File: src/rtl/sdram_seq_pkg.sv
package sdram_seq_pkg;

    // command line codes, order {cs_n, ras_n, cas_n, we_n}
    localparam logic [3:0] LN_NOP  = 4'b1111;
    localparam logic [3:0] LN_MODE = 4'b0000;
    localparam logic [3:0] LN_ACT  = 4'b0011;
    localparam logic [3:0] LN_PRE  = 4'b0010;
    localparam logic [3:0] LN_RD   = 4'b0101;
    localparam logic [3:0] LN_WR   = 4'b0100;
    localparam logic [3:0] LN_REF  = 4'b0001;

    // user command codes
    localparam logic [1:0] UC_NOP = 2'b00;
    localparam logic [1:0] UC_RD  = 2'b01;
    localparam logic [1:0] UC_WR  = 2'b10;
    localparam logic [1:0] UC_REF = 2'b11;

    typedef enum logic [3:0] {
        ST_PWRUP,
        ST_INIT_PRE1,
        ST_INIT_EMR,
        ST_INIT_MR_RST,
        ST_INIT_PRE2,
        ST_INIT_REF1,
        ST_INIT_REF2,
        ST_INIT_MR,
        ST_IDLE,
        ST_ACT,
        ST_READ,
        ST_WRITE,
        ST_WR_RECOV,
        ST_REFRESH,
        ST_WAIT
    } seq_state_t;

    function automatic int max2(input int a, input int b);
        return (a > b) ? a : b;
    endfunction

endpackage

File: src/rtl/seq_init_timer.sv
module seq_init_timer #(
    parameter int W     = 15,
    parameter int LIMIT = 32767
) (
    input  logic clk,
    input  logic rst_n,
    output logic done
);
    logic [W-1:0] cnt;

    assign done = (cnt == W'(LIMIT));

    always_ff @(posedge clk) begin
        if (!rst_n) begin
            cnt <= '0;
        end else if (!done) begin
            cnt <= cnt + 1'b1;
        end
    end

    // the counter never runs past its limit
    p_init_bound_r1: assert property (@(posedge clk) disable iff (!rst_n)
        done |=> done);

endmodule

File: src/rtl/seq_gap_timer.sv
module seq_gap_timer #(
    parameter int W = 3
) (
    input  logic         clk,
    input  logic         rst_n,
    input  logic         load,
    input  logic [W-1:0] val,
    output logic         last
);
    logic [W-1:0] cnt;

    // the wait state ends on the cycle holding a count of one
    assign last = (cnt <= W'(1));

    always_ff @(posedge clk) begin
        if (!rst_n) begin
            cnt <= '0;
        end else if (load) begin
            cnt <= val;
        end else if (cnt != '0) begin
            cnt <= cnt - 1'b1;
        end
    end

endmodule

File: src/rtl/seq_refresh_timer.sv
module seq_refresh_timer #(
    parameter int INTERVAL = 780,
    parameter int WINDOW   = 25
) (
    input  logic clk,
    input  logic rst_n,
    input  logic hold,
    input  logic issued,
    output logic due
);
    localparam int CW     = $clog2(INTERVAL + 1);
    localparam int DUE_AT = INTERVAL - WINDOW;

    logic [CW-1:0] cnt;

    assign due = (cnt >= CW'(DUE_AT));

    always_ff @(posedge clk) begin
        if (!rst_n) begin
            cnt <= '0;
        end else if (hold || issued) begin
            cnt <= '0;
        end else if (cnt != CW'(INTERVAL)) begin
            cnt <= cnt + 1'b1;
        end
    end

    // a refresh always lands before the interval runs out
    p_no_overdue_r9: assert property (@(posedge clk) disable iff (!rst_n)
        cnt < CW'(INTERVAL));

endmodule

File: src/rtl/seq_lat_pipe.sv
module seq_lat_pipe #(
    parameter int DEPTH = 2
) (
    input  logic clk,
    input  logic rst_n,
    input  logic din,
    output logic dout
);
    logic [DEPTH-1:0] sr;

    generate
        if (DEPTH == 1) begin : g_single
            always_ff @(posedge clk) begin
                if (!rst_n) sr <= '0;
                else        sr <= din;
            end
        end else begin : g_chain
            always_ff @(posedge clk) begin
                if (!rst_n) sr <= '0;
                else        sr <= {sr[DEPTH-2:0], din};
            end
        end
    endgenerate

    assign dout = sr[DEPTH-1];

endmodule

File: src/rtl/sdram_cmd_seq.sv
module sdram_cmd_seq
    import sdram_seq_pkg::*;
#(
    parameter int ROW_W            = 13,
    parameter int BANK_W           = 2,
    parameter int AP_BIT           = 10,
    parameter int INIT_W           = 15,
    parameter int INIT_LIMIT       = 32767,
    parameter int REFRESH_INTERVAL = 780,
    parameter int REFRESH_WINDOW   = 25,
    parameter int T_RP             = 2,
    parameter int T_RFC            = 8,
    parameter int T_MRD            = 2,
    parameter int T_RCD            = 2,
    parameter int T_WR             = 2,
    parameter int CAS_LAT          = 2
) (
    input  logic                        clk,
    input  logic                        rst_n,
    input  logic [1:0]                  usr_cmd,
    input  logic [2*ROW_W+BANK_W-1:0]   usr_addr,
    output logic                        usr_ready,
    output logic                        rd_valid,
    output logic                        mem_cs_n,
    output logic                        mem_ras_n,
    output logic                        mem_cas_n,
    output logic                        mem_we_n,
    output logic [BANK_W-1:0]           mem_ba,
    output logic [ROW_W-1:0]            mem_addr
);
    localparam int UADDR_W = 2 * ROW_W + BANK_W;
    localparam int G_MRD   = T_MRD - 1;
    localparam int G_RCD   = T_RCD - 1;
    localparam int G_RP    = T_RP - 1;
    localparam int G_RFC   = T_RFC - 1;
    localparam int G_WREC  = T_WR + T_RP - 1;
    localparam int G_MAX   = max2(max2(max2(G_MRD, G_RCD), max2(G_RP, G_RFC)), max2(G_WREC, 1));
    localparam int GAP_W   = $clog2(G_MAX + 1);

    // mode word: burst length 2 (code 1), sequential, CAS latency, DLL reset flag
    function automatic logic [ROW_W-1:0] mode_word(input logic dll_rst);
        logic [ROW_W-1:0] w;
        w      = '0;
        w[2:0] = 3'd1;
        w[6:4] = 3'(CAS_LAT);
        w[8]   = dll_rst;
        return w;
    endfunction

    // extended mode word: DLL enabled (bit 0 low), reduced drive (bit 1)
    function automatic logic [ROW_W-1:0] ext_word();
        logic [ROW_W-1:0] w;
        w    = '0;
        w[1] = 1'b1;
        return w;
    endfunction

    localparam logic [ROW_W-1:0]  MR_RST_WORD = mode_word(1'b1);
    localparam logic [ROW_W-1:0]  MR_RUN_WORD = mode_word(1'b0);
    localparam logic [ROW_W-1:0]  EMR_WORD    = ext_word();
    localparam logic [BANK_W-1:0] EMR_BANK    = BANK_W'(1);

    seq_state_t        st_q, st_d, ret_q, ret_d, nxt, hold_st;
    logic              issue;
    logic [GAP_W-1:0]  gap;
    logic              t_last;
    logic              init_done;
    logic              rfsh_due;
    logic              rfsh_issue;
    logic              rd_issue;
    logic              accept;
    logic              is_wr_q;
    logic [UADDR_W-1:0] ua_q;
    logic [3:0]        lines;

    // ---------------------------------------------------------------- helpers
    seq_init_timer #(
        .W     (INIT_W),
        .LIMIT (INIT_LIMIT)
    ) i_init (
        .clk   (clk),
        .rst_n (rst_n),
        .done  (init_done)
    );

    seq_gap_timer #(
        .W (GAP_W)
    ) i_gap (
        .clk   (clk),
        .rst_n (rst_n),
        .load  (issue),
        .val   (gap),
        .last  (t_last)
    );

    seq_refresh_timer #(
        .INTERVAL (REFRESH_INTERVAL),
        .WINDOW   (REFRESH_WINDOW)
    ) i_rfsh (
        .clk    (clk),
        .rst_n  (rst_n),
        .hold   (st_q == ST_PWRUP),
        .issued (rfsh_issue),
        .due    (rfsh_due)
    );

    seq_lat_pipe #(
        .DEPTH (CAS_LAT)
    ) i_rdpipe (
        .clk   (clk),
        .rst_n (rst_n),
        .din   (rd_issue),
        .dout  (rd_valid)
    );

    assign rfsh_issue = (st_q == ST_INIT_REF1) || (st_q == ST_INIT_REF2) || (st_q == ST_REFRESH);
    assign rd_issue   = (st_q == ST_READ);
    assign usr_ready  = (st_q == ST_IDLE) && !rfsh_due;
    assign accept     = usr_ready && (usr_cmd != UC_NOP);

    // ---------------------------------------------------------------- next state
    always_comb begin : next_state
        st_d    = st_q;
        ret_d   = ret_q;
        issue   = 1'b0;
        nxt     = ST_IDLE;
        hold_st = ST_WAIT;
        gap     = '0;
        unique case (st_q)
            ST_PWRUP: begin
                if (init_done) st_d = ST_INIT_PRE1;
            end
            ST_INIT_PRE1: begin
                issue = 1'b1;
                nxt   = ST_INIT_EMR;
                gap   = GAP_W'(G_RP);
            end
            ST_INIT_EMR: begin
                issue = 1'b1;
                nxt   = ST_INIT_MR_RST;
                gap   = GAP_W'(G_MRD);
            end
            ST_INIT_MR_RST: begin
                issue = 1'b1;
                nxt   = ST_INIT_PRE2;
                gap   = GAP_W'(G_MRD);
            end
            ST_INIT_PRE2: begin
                issue = 1'b1;
                nxt   = ST_INIT_REF1;
                gap   = GAP_W'(G_RP);
            end
            ST_INIT_REF1: begin
                issue = 1'b1;
                nxt   = ST_INIT_REF2;
                gap   = GAP_W'(G_RFC);
            end
            ST_INIT_REF2: begin
                issue = 1'b1;
                nxt   = ST_INIT_MR;
                gap   = GAP_W'(G_RFC);
            end
            ST_INIT_MR: begin
                issue = 1'b1;
                nxt   = ST_IDLE;
                gap   = GAP_W'(G_MRD);
            end
            ST_IDLE: begin
                if (rfsh_due) begin
                    st_d = ST_REFRESH;
                end else if (accept) begin
                    st_d = (usr_cmd == UC_REF) ? ST_REFRESH : ST_ACT;
                end
            end
            ST_ACT: begin
                issue = 1'b1;
                nxt   = is_wr_q ? ST_WRITE : ST_READ;
                gap   = GAP_W'(G_RCD);
            end
            ST_READ: begin
                issue = 1'b1;
                nxt   = ST_IDLE;
                gap   = '0;
            end
            ST_WRITE: begin
                issue   = 1'b1;
                nxt     = ST_IDLE;
                hold_st = ST_WR_RECOV;
                gap     = GAP_W'(G_WREC);
            end
            ST_REFRESH: begin
                issue = 1'b1;
                nxt   = ST_IDLE;
                gap   = GAP_W'(G_RFC);
            end
            ST_WAIT, ST_WR_RECOV: begin
                if (t_last) st_d = ret_q;
            end
            default: st_d = ST_PWRUP;
        endcase
        if (issue) begin
            if (gap == '0) begin
                st_d = nxt;
            end else begin
                st_d  = hold_st;
                ret_d = nxt;
            end
        end
    end

    // ---------------------------------------------------------------- state register
    always_ff @(posedge clk) begin : state_reg
        if (!rst_n) begin
            st_q    <= ST_PWRUP;
            ret_q   <= ST_IDLE;
            ua_q    <= '0;
            is_wr_q <= 1'b0;
        end else begin
            st_q  <= st_d;
            ret_q <= ret_d;
            if (accept) begin
                ua_q    <= usr_addr;
                is_wr_q <= (usr_cmd == UC_WR);
            end
        end
    end

    // ---------------------------------------------------------------- outputs
    always_comb begin : drive_lines
        lines    = LN_NOP;
        mem_ba   = '0;
        mem_addr = '0;
        unique case (st_q)
            ST_INIT_PRE1, ST_INIT_PRE2: begin
                lines            = LN_PRE;
                mem_addr[AP_BIT] = 1'b1;
            end
            ST_INIT_EMR: begin
                lines    = LN_MODE;
                mem_ba   = EMR_BANK;
                mem_addr = EMR_WORD;
            end
            ST_INIT_MR_RST: begin
                lines    = LN_MODE;
                mem_addr = MR_RST_WORD;
            end
            ST_INIT_MR: begin
                lines    = LN_MODE;
                mem_addr = MR_RUN_WORD;
            end
            ST_INIT_REF1, ST_INIT_REF2, ST_REFRESH: begin
                lines = LN_REF;
            end
            ST_ACT: begin
                lines    = LN_ACT;
                mem_ba   = ua_q[UADDR_W-1 -: BANK_W];
                mem_addr = ua_q[2*ROW_W-1 : ROW_W];
            end
            ST_READ, ST_WRITE: begin
                lines            = (st_q == ST_READ) ? LN_RD : LN_WR;
                mem_ba           = ua_q[UADDR_W-1 -: BANK_W];
                mem_addr         = ua_q[ROW_W-1:0];
                mem_addr[AP_BIT] = 1'b1;
            end
            default: ;
        endcase
    end

    assign {mem_cs_n, mem_ras_n, mem_cas_n, mem_we_n} = lines;

    // ---------------------------------------------------------------- assertions
    // ready is only offered while no-op is on the lines
    p_ready_nop_r8: assert property (@(posedge clk) disable iff (!rst_n)
        usr_ready |-> (lines == LN_NOP));

    // every column command asks for auto-precharge
    p_autopre_r5: assert property (@(posedge clk) disable iff (!rst_n)
        ((lines == LN_RD) || (lines == LN_WR)) |-> mem_addr[AP_BIT]);

    // a write is followed by recovery with ready low
    p_wr_recov_r6: assert property (@(posedge clk) disable iff (!rst_n)
        (lines == LN_WR) |=> ((lines == LN_NOP) && !usr_ready));

    // a refresh is followed by at least one no-op
    p_ref_gap_r4: assert property (@(posedge clk) disable iff (!rst_n)
        ((lines == LN_REF) && (T_RFC > 1)) |=> (lines == LN_NOP));

    // read valid follows a read command by the CAS latency
    generate
        if (CAS_LAT == 2) begin : g_rdv_chk
            p_rdv_lat_r10: assert property (@(posedge clk) disable iff (!rst_n)
                rd_valid |-> $past(lines == LN_RD, 2));
        end
    endgenerate

endmodule

File: config.mk
export PLATFORM = sky130hd
export DESIGN_NAME = sdram_cmd_seq
export DESIGN_NICKNAME = d
export VERILOG_FILES = /design/src/rtl/sdram_seq_pkg.sv /design/src/rtl/seq_init_timer.sv /design/src/rtl/seq_gap_timer.sv /design/src/rtl/seq_refresh_timer.sv /design/src/rtl/seq_lat_pipe.sv /design/src/rtl/sdram_cmd_seq.sv
export SDC_FILE = /design/constraint.sdc
export NUM_CORES = 1
export LEC_CHECK = 0
export BUFFER_PORTS_ARGS = -buffer_cell sky130_fd_sc_hd__buf_2
export CORE_MARGIN = 2
export CORE_UTILIZATION = 40
export DETAILED_ROUTE_END_ITERATION = 16
export MAX_ROUTING_LAYER = met4
export SLEW_MARGIN = 20
export SYNTH_ARGS = -nofsm -noshare
export SYNTH_HDL_FRONTEND = slang
export SYNTH_SLANG_ARGS = --single-unit
File: constraint.sdc
create_clock -name clk -period 2.55 [get_ports clk]
set_clock_uncertainty 0.1 [all_clocks]
set_input_delay 0 -clock clk [delete_from_list [all_inputs] [get_ports clk]]
set_output_delay 0 -clock clk [all_outputs]
set_load 0.03 [all_outputs]
After elaboration in Yosys (flattened, before gate mapping). Index checks and enable logic that the tools add are counted.

Flip-flop bits (word level): 67. Input bits: 32. Output and inout bits: 21. Word-level logic and storage cells: 81.

Add/subtract/negate cells: 3. Magnitude comparators: 2. Equal/unequal tests: 22. Muxes and demuxes: 21. Bitwise logic cells: 2. Reduce and logical (&&, ||, !) cells: 23.

Operators with widths (count): case mux 10 bit (5 select lines) (1); == test 4 bit, second input constant (7); case mux 4 bit (7 select lines) (1); 2-to-1 mux 4 bit (6); case mux 4 bit (5 select lines) (1); == test 4 x 3 -> 1 bit, second input constant (4); case mux 4 bit (4 select lines) (1); adder 15 x 1 -> 15 bit, second input constant (1); == test 15 bit, second input constant (1); OR reduction 11 bit (1); adder 10 x 1 -> 10 bit, second input constant (1); >= comparator 10 bit, second input constant (1); != test 10 bit, second input constant (1); 2-to-1 mux 3 bit (3); case mux 3 bit (3 select lines) (1); OR reduction 3 bit (3); == test 4 x 2 -> 1 bit, second input constant (2); case mux 2 bit (2 select lines) (2); OR reduction 2 bit (4); OR reduction 6 bit (1); == test 2 bit, second input constant (2); == test 4 x 1 -> 1 bit, second input constant (1); zero test 4 bit (1); != test 4 x 3 -> 1 bit, second input constant (1); other kinds (18) (25).

Depth between registers and ports, before layout. Gate-level depths: netlist (run 1).

Depth in word-level cells: 8. Mapped depth: 8. Gate-level depth less buffers: 7.

By module. Synthesis (run 1) repeated with hierarchy kept, for this count alone.

Cell total of the unflattened synthesis: 442. Area, all modules: 3629.7 sq um.

Modules (own cells, without submodules): sdram_cmd_seq (instances 1, cells each 268, area each 2024.4 sq um, seq. area each 720.7 sq um); seq_init_timer (instances 1, cells each 86, area each 797.0 sq um, seq. area each 300.3 sq um); seq_refresh_timer (instances 1, cells each 60, area each 528.0 sq um, seq. area each 200.2 sq um); seq_gap_timer (instances 1, cells each 24, area each 227.7 sq um, seq. area each 60.1 sq um); seq_lat_pipe (instances 1, cells each 4, area each 52.6 sq um, seq. area each 40.0 sq um).

Worst setup path before layout (run 1). OpenSTA, ideal clock, no wires.

Path kind: register -> register. Start point: register i_rfsh.cnt[0]. End point: register ua_q[21]. Setup time: 0.132 ns. Arrival: 2.194 ns. Required time: 2.318 ns. Slack: 0.124 ns. Cell stages (with the launch flop): 8. Path buffers: 1. Clock period less this slack: 2.426 ns. Path through: dfxtp_1 ha_1 o41a_1 a2111oi_4 o21ai_2 clkbuf_1 nand2_1 a21oi_1.

Longest elaborated chain between the ends: 4.

RTL lines: start: declaration (RTL line seq_refresh_timer.sv:14) `logic [CW-1:0] cnt;`; start signal: assignment (RTL line seq_refresh_timer.sv:24) `cnt <= cnt + 1'b1;`; >= comparator 10 bit (RTL line seq_refresh_timer.sv:16) `assign due = (cnt >= CW'(DUE_AT));`; zero test 1 bit (RTL line sdram_cmd_seq.sv:118) `assign usr_ready = (st_q == ST_IDLE) && !rfsh_due;`; logical AND 1 bit (RTL line sdram_cmd_seq.sv:118); named net usr_ready (RTL line sdram_cmd_seq.sv:22) `output logic usr_ready,`; logical AND 1 bit (RTL line sdram_cmd_seq.sv:119) `assign accept = usr_ready && (usr_cmd != UC_NOP);`; end signal: assignment (RTL line sdram_cmd_seq.sv:222) `ua_q <= usr_addr;`; end: declaration (RTL line sdram_cmd_seq.sv:73) `logic [UADDR_W-1:0] ua_q;`.

The timed path passes the listed nets, and every way through them passes these cells. A chain may end at the register's enable or synchronous reset.

Worst setup path after layout (run 1).
Start point: register i_rfsh.cnt[0]. End point: register ua_q[27].

Longest elaborated chain between the ends: 4.

RTL lines (RTL line): >= comparator 10 bit (seq_refresh_timer.sv:16); zero test 1 bit (sdram_cmd_seq.sv:118); logical AND 1 bit (sdram_cmd_seq.sv:118); logical AND 1 bit (sdram_cmd_seq.sv:119).

Every way passes these cells.

==> flow_summary_export.csv, run 1 <==
group,metric,value,unit
run_status,status,"completed",
yosys,synthAdderAreaFrac,0.0225,
sta,min_period_over_period,0.913,
yosys,synth.distinct_cells,54,
global_routing,grt_pass1_vias,2960,
sta,rsz0062_at_grt,"no",
sta,tightestPinTransition,0.731,ns
floorplanning,die_h,95.3,microns
clocking,cts_sinks,66,
global_routing,grt_max_degree,48,
critical_path,worst_setup_path_end_kind,"register",
critical_path,reg2reg_slack,0.22,ns
sta,fin_setup_tns,0,ns
global_routing,antenna_found_initial,0,
critical_path,critPathLaunchType,"register",
sta,finalSetupViolCount,0,
cells_and_area,syn2layout_area_growth,26.2,%
place,dp.cells,582,
detailed_routing,vias,3266,
detailed_routing,vias_per_cell,5.20,
yosys,synth_area,3340,sq um
critical_path,required,2.71,ns
clocking,cts_made_buffers,9,
global_routing,gr-total-overflow,0,
floorplanning,rows,33,
yosys,async_flop_share,0,
global_routing,grt_pass1_wl,14300,microns
sta,hold_viol_final,0,
detailed_routing,drc,0,
yosys,synth_top_family_by_area,"simple AND/OR/NAND/NOR gates",
detailed_routing,firstDrtPassIters,5,
power,ir_drop,446,uV
place,numPortBuffers,51,
clocking,cts.path.max_buffers,2,
place,gp_congestion,0.824,
critical_path,crit_arrival,2.49,ns
yosys,synth.yosys.seq_area_share,0.396,
power,p_per_area,1010,nW/um^2
flow_run,drv_cap,0,
hold_path,min_path_type,"register to register",
yosys,synthFlopType,"dfxtp_1",
cells_and_area,fin_nets,556,
sta,max_freq,0.429,GHz
global_routing,grt_use_total,0.208,
cells_and_area,final_layout_size_suffix_gt1_frac,0.155,
yosys,synth_edf_count,0,
clocking,cts.clk_slew.worst_paths,0.07,ns
yosys,synthSimpleGateAreaFrac,0.275,
floorplanning,dieWidth,95.3,microns
sta,fin_crit,2.33,ns
sta,slew_headroom,0.511,
yosys,syn-num-nets,482,
detailed_routing,wl_per_cell,13.5,microns
floorplanning,core,8130,sq um
cells_and_area,stdcell_count,628,
detailed_routing,wirelength,8480,microns
critical_path,crit_type,"register to register",
yosys,yosys-mux-area-fraction,0.0180,
clocking,clk_latency,0.34,ns
cells_and_area,antenna_cells,0,
yosys,yosys_warnings,0,
floorplanning,initial_core_util,0.410,
place,dp_hpwl,5530,microns
floorplanning,pin_count,53,
yosys,synth.ff_latch_count,66,
critical_path,worstPathMaxFanout,27,
yosys,netlist_instances,444,
sta,maxSlewViolCount,0,
yosys,syn_area_per_cell,7.52,sq um
floorplanning,die-area,9090,sq um
yosys,yosys.area_share.xor_xnor,0.0394,
yosys,synth_compound_area_frac,0.198,
clocking,cts.htree.levels,3,
clocking,cts_root_buffer,"clkbuf_8",
clocking,cts_tree,"built",
detailed_routing,ant_nets,0,
detailed_routing,first_iter_violations,229,
power,p_leak,1.68,nW
==> path summary, 6_finish.rpt <==
check,startpoint,end,cells after the start
max,i_rfsh.cnt[0],ua_q[27],7
min,i_rdpipe.sr[0],i_rdpipe.sr[1],1
max reg2reg,i_rfsh.cnt[0],ua_q[27],7
min reg2reg,i_rdpipe.sr[0],i_rdpipe.sr[1],1
==> layer usage <==
metal,up-vias,track usage,share of wire
met4,0,0.0664,0.014
li1,1678,-,-
met1,1511,0.272,0.47
met2,67,0.320,0.47
met3,10,0.0451,0.046
met5,-,-,0
==> layout make-up <==
type | count | area (sq um)
repair buffers | 93 | 658
inverters | 11 | 41.3
multi-input cells | 337 | 1850
clock inverters | 5 | 78.8
flip-flops and latches | 66 | 1320
well taps | 105 | 131
fillers | 835 | 3920
clock buffers | 11 | 131
==> registers in the layout, summed over array words and instances (netlist names) <==
name and count:
i_gap.cnt 3, ret_q 4, i_init.cnt 15, ua_q 27, i_rdpipe.sr 2, st_q 4, i_rfsh.cnt 10, is_wr_q 1
==> repair_timing <==
item | in CTS | in global routing
hold endpoints to repair | 37 | 0
setup buffers | 0 | 0
hold buffers | 30 | 0
gates resized for setup | 0 | 0
==> cells in the final DEF, fill, tap and decap left out, types with 3 or more instances in the layout <==
cell           netlist  layout
nand2_1             93      93
dfxtp_1             66      66
nor2_1              62      62
buf_2                0      51
a21oi_1             47      47
dlygate4sd3_1        0      30
nand3_1             15      15
nor3_1              12      12
inv_1               11      11
buf_4                1      11
xnor2_1             10      10
clkbuf_8             0       9
a31oi_1              8       8
o21ai_0              6       6
and3_1               6       6
mux2i_1              6       6
ha_1                 6       6
nor2b_1              5       5
xor2_1               5       5
a22oi_1              3       3
a211oi_1             3       3
nor4_1               3       3
nand4b_1             3       3
==> report_power, final <==
group	total [mW]	internal [mW]	leakage (nW)	switching [mW]
registers	1.34	1.19	0.536	0.155
clock network	0.958	0.550	0.107	0.408
logic	1.96	0.731	1.04	1.23
==> stage by stage <==
stage | area [sq um] | util | total power [mW] | hold WS [ns] | worst slack, ns
global route | 4210 | 0.518 | 4.60 | 0.344 | 0.0216
floorplan | 3340 | - | 2.80 | -0.00339 | 0.124
detailed placement | 3690 | 0.454 | 3.28 | 0.145 | 0.109
global placement | 3690 | 0.454 | 3.26 | 0.142 | 0.158
finish | 4210 | 0.518 | 4.26 | 0.334 | 0.221
CTS | 4210 | 0.517 | 4.28 | 0.323 | 0.0968
==> worst max-delay path: stages, from the launching register on <==
cell	delay, ns
dfxtp_1	0.34
ha_1	0.28
o41a_1	0.39
a2111oi_4	0.52
and2b_1	0.24
buf_12	0.17
nand2_1	0.09
a21oi_1	0.11
==> cells in the mapped netlist, types with 3 or more instances <==
master    instances  share of area
and3_1            6          0.011
nor3_1           12          0.018
dfxtp_1          66           0.40
xnor2_1          10          0.026
a22oi_1           3         0.0067
clkbuf_1         19          0.021
nor2b_1           5         0.0094
a21oi_1          47          0.070
mux2i_1           6          0.018
nand4b_1          3         0.0079
nor2_1           62          0.070
inv_1            11          0.012
xor2_1            5          0.013
nand2_1          93           0.10
nor4_1            3         0.0056
nand3_1          15          0.022
o21ai_0           6         0.0090
ha_1              6          0.022
buf_1             8         0.0090
a211oi_1          3         0.0067
a31oi_1           8          0.015
==> logic make-up (layout without fill, tap and decap cells) <==
group | count (synthesis) | after routing
buf+inv | 41 | 120
compound gates | 99 | 99
flops | 66 | 66
mux | 6 | 6
xor+xnor | 15 | 15
fa+ha+maj | 6 | 6
simple gates | 211 | 211
Note: power is estimated with default switching activity, not from simulation.
==> inputs of run 2 (changes only) <==
GPL_TIMING_DRIVEN = 0   (was unset)
==> run 2 against run 1 <==
  * Clock power down 12%
  * Maximum frequency down 2.3%
  * Critical path type is now register to primary output
  * Highest routed layer unchanged
  * Cell area up 0.39%
  * Via count up 3.7%
==> flow_summary_export.csv, run 2 (same netlist as run 1, synthesis figures left out) <==
group,metric,value,unit
run_status,status,"completed",
floorplanning,core,8130,sq um
global_routing,grt_use_total,0.218,
sta,hold_viol_final,0,
sta,min_period_over_period,0.935,
global_routing,grt_pass1_vias,3202,
clocking,cts_root_buffer,"clkbuf_8",
clocking,clk_latency,0.34,ns
cells_and_area,final_layout_size_suffix_gt1_frac,0.155,
power,p_leak,1.69,nW
floorplanning,dieWidth,95.3,microns
clocking,cts_made_buffers,9,
cells_and_area,reg.largest.list,"ua_q (27), i_init.cnt (15), i_rfsh.cnt (10)",
clocking,cts.htree.levels,3,
critical_path,crit_type,"register to primary output",
clocking,cts.clk_slew.worst_paths,0.07,ns
detailed_routing,drc,0,
cells_and_area,antenna_cells,0,
detailed_routing,wirelength,9200,microns
floorplanning,initial_core_util,0.410,
sta,slew_headroom,0.467,
place,numPortBuffers,51,
detailed_routing,vias,3388,
sta,tightestPinTransition,0.794,ns
place,place_area,3720,sq um
cells_and_area,final_common_cell,"nand2_1",
cells_and_area,fin_nets,574,
global_routing,gr-total-overflow,0,
sta,finalSetupViolCount,0,
detailed_routing,wl_per_cell,14.2,microns
power,total_power,4.25,mW
cells_and_area,largest_register_ffs,27,
detailed_routing,firstDrtPassIters,4,
clocking,cts.path.max_buffers,2,
critical_path,critPathLaunchType,"register",
cells_and_area,num-fill-cells,834,
cells_and_area,mostFrequentLayoutCells,"93 x nand2_1, 66 x dfxtp_1, 62 x nor2_1",
sta,maxSlewViolCount,0,
cells_and_area,syn2layout_area_growth,26.7,%
sta,fin_crit,2.38,ns
cells_and_area,design_area,4230,sq um
sta,max_freq,0.420,GHz
global_routing,grt_max_degree,12,
power,ir_drop,341,uV
global_routing,grt_pass1_wl,14900,microns
sta,holdWs,0.337,ns
power,p_per_area,1000,nW/um^2
place,dp_hpwl,6400,microns
sta,fin_setup_tns,0,ns
place,gp_congestion,0.919,
critical_path,worstPathMaxFanout,10,
critical_path,worst_setup_path_end_kind,"primary output",
floorplanning,die_h,95.3,microns
detailed_routing,vias_per_cell,5.24,
detailed_routing,first_iter_violations,220,
cells_and_area,top_register,"ua_q",
floorplanning,pin_count,53,
hold_path,min_path_type,"primary input to register",
flow_run,drv_cap,0,
critical_path,crit_arrival,2.28,ns
sta,rsz0062_at_grt,"no",
detailed_routing,ant_nets,0,
floorplanning,rows,33,
clocking,cts_tree,"built",
global_routing,antenna_found_initial,0,
critical_path,required,2.45,ns
clocking,cts_sinks,66,
floorplanning,die-area,9090,sq um
-- run 2: cell count changes in the layout (fill, tap and decap cells not counted), moves of 2 or more --
cell and change:
buf_1 +3, buf_4 -9, buf_6 +2, clkbuf_1 +14, clkbuf_2 +8, ha_1 -2
ha_2 +2
-- run 2: critical path, cell delays in order, from the launching register on --
cell	delay (ns)
dfxtp_1	0.31
clkbuf_1	0.34
clkbuf_1	0.42
clkbuf_2	0.33
a32oi_1	0.14
nor2_1	0.18
buf_2	0.23
-- run 2: metrics by stage --
| step | std cells | utilization | setup WS [ns] |
|---|---|---|---|
| floorplan | 444 | - | 0.124 |
| global placement | 600 | 0.458 | 0.108 |
| detailed placement | 600 | 0.458 | 0.0325 |
| CTS | 646 | 0.518 | 0.00110 |
| global route | 646 | 0.520 | 0.0275 |
| finish | 646 | 0.520 | 0.167 |
-- run 2: metal layers --
metal  vias to the layer above  GRT usage  wire [microns]
met4                         0     0.0797              99
met1                      1572      0.269            4290
met2                        95      0.342            4300
met5                         -          -               0
li1                       1711          -               -
met3                        10     0.0593             511
-- run 2: layout make-up --
type	count	area (sq um)	share of cell area
multi-input cells	337	1850	0.437
flip-flops and latches	66	1320	0.312
repair buffers	82	563	0.133
plain buffers	29	139	0.0328
clock buffers	11	131	0.0311
well taps	105	131	0.0311
clock inverters	5	53.8	0.0127
inverters	11	41.3	0.00976
-- run 2: final timing paths --
check / start / end / slack [ns] / cells past startpoint
max: st_q[1] / mem_addr[8] / 0.17 / 6
min: usr_cmd[0] / is_wr_q / 0.34 / 3
max reg2reg: i_rfsh.cnt[0] / ua_q[17] / 0.21 / 9
min reg2reg: i_rdpipe.sr[0] / i_rdpipe.sr[1] / 0.34 / 1
-- run 2: power by group --
part | switching, mW | internal, mW
registers | 0.105 | 1.19
logic | 1.37 | 0.745
clock network | 0.397 | 0.451
-- run 2: what timing repair did --
action                                  in CTS  in global routing
pin swaps                                    0                  1
endpoints found under the hold margin       29                  0
setup buffers                                0                  1
endpoints found under the setup margin       8                 39
hold buffers                                30                  0
gates resized for setup                      1                 14
==> inputs of run 3 (changes only) <==
CELL_PAD_IN_SITES_DETAIL_PLACEMENT = 0   (was unset)
CELL_PAD_IN_SITES_GLOBAL_PLACEMENT = 1   (was unset)
CTS_CLUSTER_SIZE = 14   (was unset)
PLACE_DENSITY_LB_ADDON = 0.1   (was unset)
TNS_END_PERCENT = 20   (was unset)
==> run 3 against run 2 <==
  * Clock-buffer cell count grew 1
  * Setup slack lost 0.086 ns
  * Flip-flop and latch count is the same
  * Cell count grew 0.15%
  * Sequential power is essentially flat
  * Total power shrank 1.8%
  * Highest routed layer unchanged
  * First-iteration DRC count grew 18%
  * Register-to-register slack lost 0.13 ns
  * Critical endpoint is now st_q[0]
  * Non-clock buffer count grew 2
  * Die area is the same
  * Maximum frequency shrank 3.5%
==> flow_summary_export.csv, run 3 (same netlist as run 1, synthesis figures left out) <==
group,metric,value,unit
critical_path,crit_type,"register to register",
global_routing,grtUsageMet1,0.283,
detailed_routing,wl_per_cell,14.8,microns
hold_path,min_path_type,"register to register",
sta,finalSetupViolCount,0,
global_routing,gr-total-overflow,0,
floorplanning,initial_core_util,0.410,
cells_and_area,fin_util,0.518,
run_status,status,"completed",
detailed_routing,vias_per_cell,5.31,
global_routing,antenna_found_initial,0,
detailed_routing,first_iter_violations,260,
global_routing,grt_use_total,0.227,
sta,fin_ws,0.0810,ns
clocking,cts.path.max_buffers,2,
place,dpl_worst_slack,0.0528,ns
sta,max_freq,0.405,GHz
cells_and_area,antenna_cells,0,
sta,rsz0062_at_grt,"yes",
cells_and_area,final_layout_size_suffix_gt1_frac,0.149,
clocking,cts_made_buffers,9,
clocking,cts_root_buffer,"clkbuf_8",
clocking,cts_sinks,66,
place,dp_hpwl,6640,microns
floorplanning,die_h,95.3,microns
power,total_power,4.17,mW
global_routing,grt_pass1_wl,15300,microns
sta,maxSlewViolCount,0,
global_routing,grt_util_met3,0.0340,
critical_path,timing.rr.end,"st_q[0]",
critical_path,reg2reg_slack,0.08,ns
floorplanning,core,8130,sq um
detailed_routing,ant_nets,0,
cells_and_area,mostFrequentLayoutCells,"93 x nand2_1, 66 x dfxtp_1, 62 x nor2_1",
sta,tightestPinTransition,0.772,ns
sta,holdWs,0.347,ns
hold_path,holdCritStartpoint,"i_rdpipe.sr[0]",
critical_path,required,2.69,ns
critical_path,startpoint,"i_init.cnt[0]",
clocking,cts.htree.levels,3,
detailed_routing,wirelength,9570,microns
power,p_per_area,991,nW/um^2
critical_path,r2r_start,"i_init.cnt[0]",
cells_and_area,final_common_cell,"nand2_1",
cells_and_area,syn2layout_area_growth,26.2,%
global_routing,busiest_layer,"met2",
detailed_routing,vias,3434,
cells_and_area,reg.largest.list,"ua_q (27), i_init.cnt (15), i_rfsh.cnt (10)",
floorplanning,rows,33,
global_routing,grt_pass1_vias,3160,
cells_and_area,fin_nets,576,
power,ir_drop,375,uV
cells_and_area,top_register,"ua_q",
cells_and_area,largest_register_ffs,27,
global_routing,met2_usage,0.375,
critical_path,worst_setup_path_end_kind,"register",
place,numPortBuffers,51,
global_routing,grt_max_degree,11,
floorplanning,pin_count,53,
hold_path,min_to,"i_rdpipe.sr[1]",
detailed_routing,drc,0,
sta,slew_headroom,0.481,
clocking,cts_tree,"built",
detailed_routing,firstDrtPassIters,4,
floorplanning,die-area,9090,sq um
place,gp_congestion,0.942,
critical_path,crit_arrival,2.60,ns
critical_path,critPathLaunchType,"register",
critical_path,rr_worst_depth,7,
floorplanning,dieWidth,95.3,microns
sta,fin_setup_tns,0,ns
power,p_leak,1.67,nW
sta,min_period_over_period,0.968,
clocking,clk_latency,0.33,ns
critical_path,worstPathMaxFanout,8,
hold_path,hold_depth,1,
clocking,cts.clk_slew.worst_paths,0.07,ns
sta,hold_viol_final,0,
flow_run,drv_cap,0,
sta,fin_crit,2.47,ns
## run 3: changes by cell type in the layout (fill, tap and decap cells not counted), sizes merged
cell / previous run / this run
inv: 12 / 11
clkinv: 3 / 2
bufinv: 1 / 0
clkbuf: 33 / 35
buf: 59 / 60
clkinvlp: 0 / 1
## run 3: final cells by class
type	instances	area, sq um
inverter	11	41.3
clock buffer	12	135
buffer	30	141
clock inverter	3	17.5
multi-input combinational	337	1850
fill	816	3920
tap	105	131
timing repair buffer	83	571
sequential	66	1320
## run 3: timing repair
action	in CTS	in global routing
pin swaps	0	1
gates cloned	0	0
setup endpoints to repair	8	38
buffers inserted	0	2
hold endpoints to repair	29	0
gates resized for setup	1	12
hold buffers	30	0
## run 3: power by group
group / internal, mW / switching (mW)
Combinational: 0.754 / 1.40
Clock: 0.345 / 0.379
Sequential: 1.19 / 0.105
## run 3: critical path: stages, from the launching register on
cell and delay (ns):
dfxtp_1 0.38, ha_1 0.16, clkbuf_1 0.28, nand2_1 0.20, nor3_1 0.29, nand3_1 0.25
a221o_1 0.46, nor4_1 0.25
## run 3: worst max path at each step
stage	to	cells past startpoint
3_3_place_gp	ua_q[17]	7
5_1_grt	st_q[0]	7
2_1_floorplan	ua_q[21]	7
6_report	st_q[0]	7
3_5_place_dp	ua_q[14]	7
4_1_cts	mem_addr[10]	6
## run 3: per-stage QoR
step	instance area, sq um	std cells
floorplan	3340	444
global placement	3720	600
detailed placement	3720	600
CTS	4180	645
global route	4210	647
finish	4210	647
## run 3: routing by layer
| layer | wire, microns | vias to the layer above |
|---|---|---|
| met5 | 0 | - |
| met4 | 133 | 0 |
| met3 | 475 | 13 |
| met2 | 4640 | 95 |
| met1 | 4320 | 1606 |
| li1 | - | 1720 |
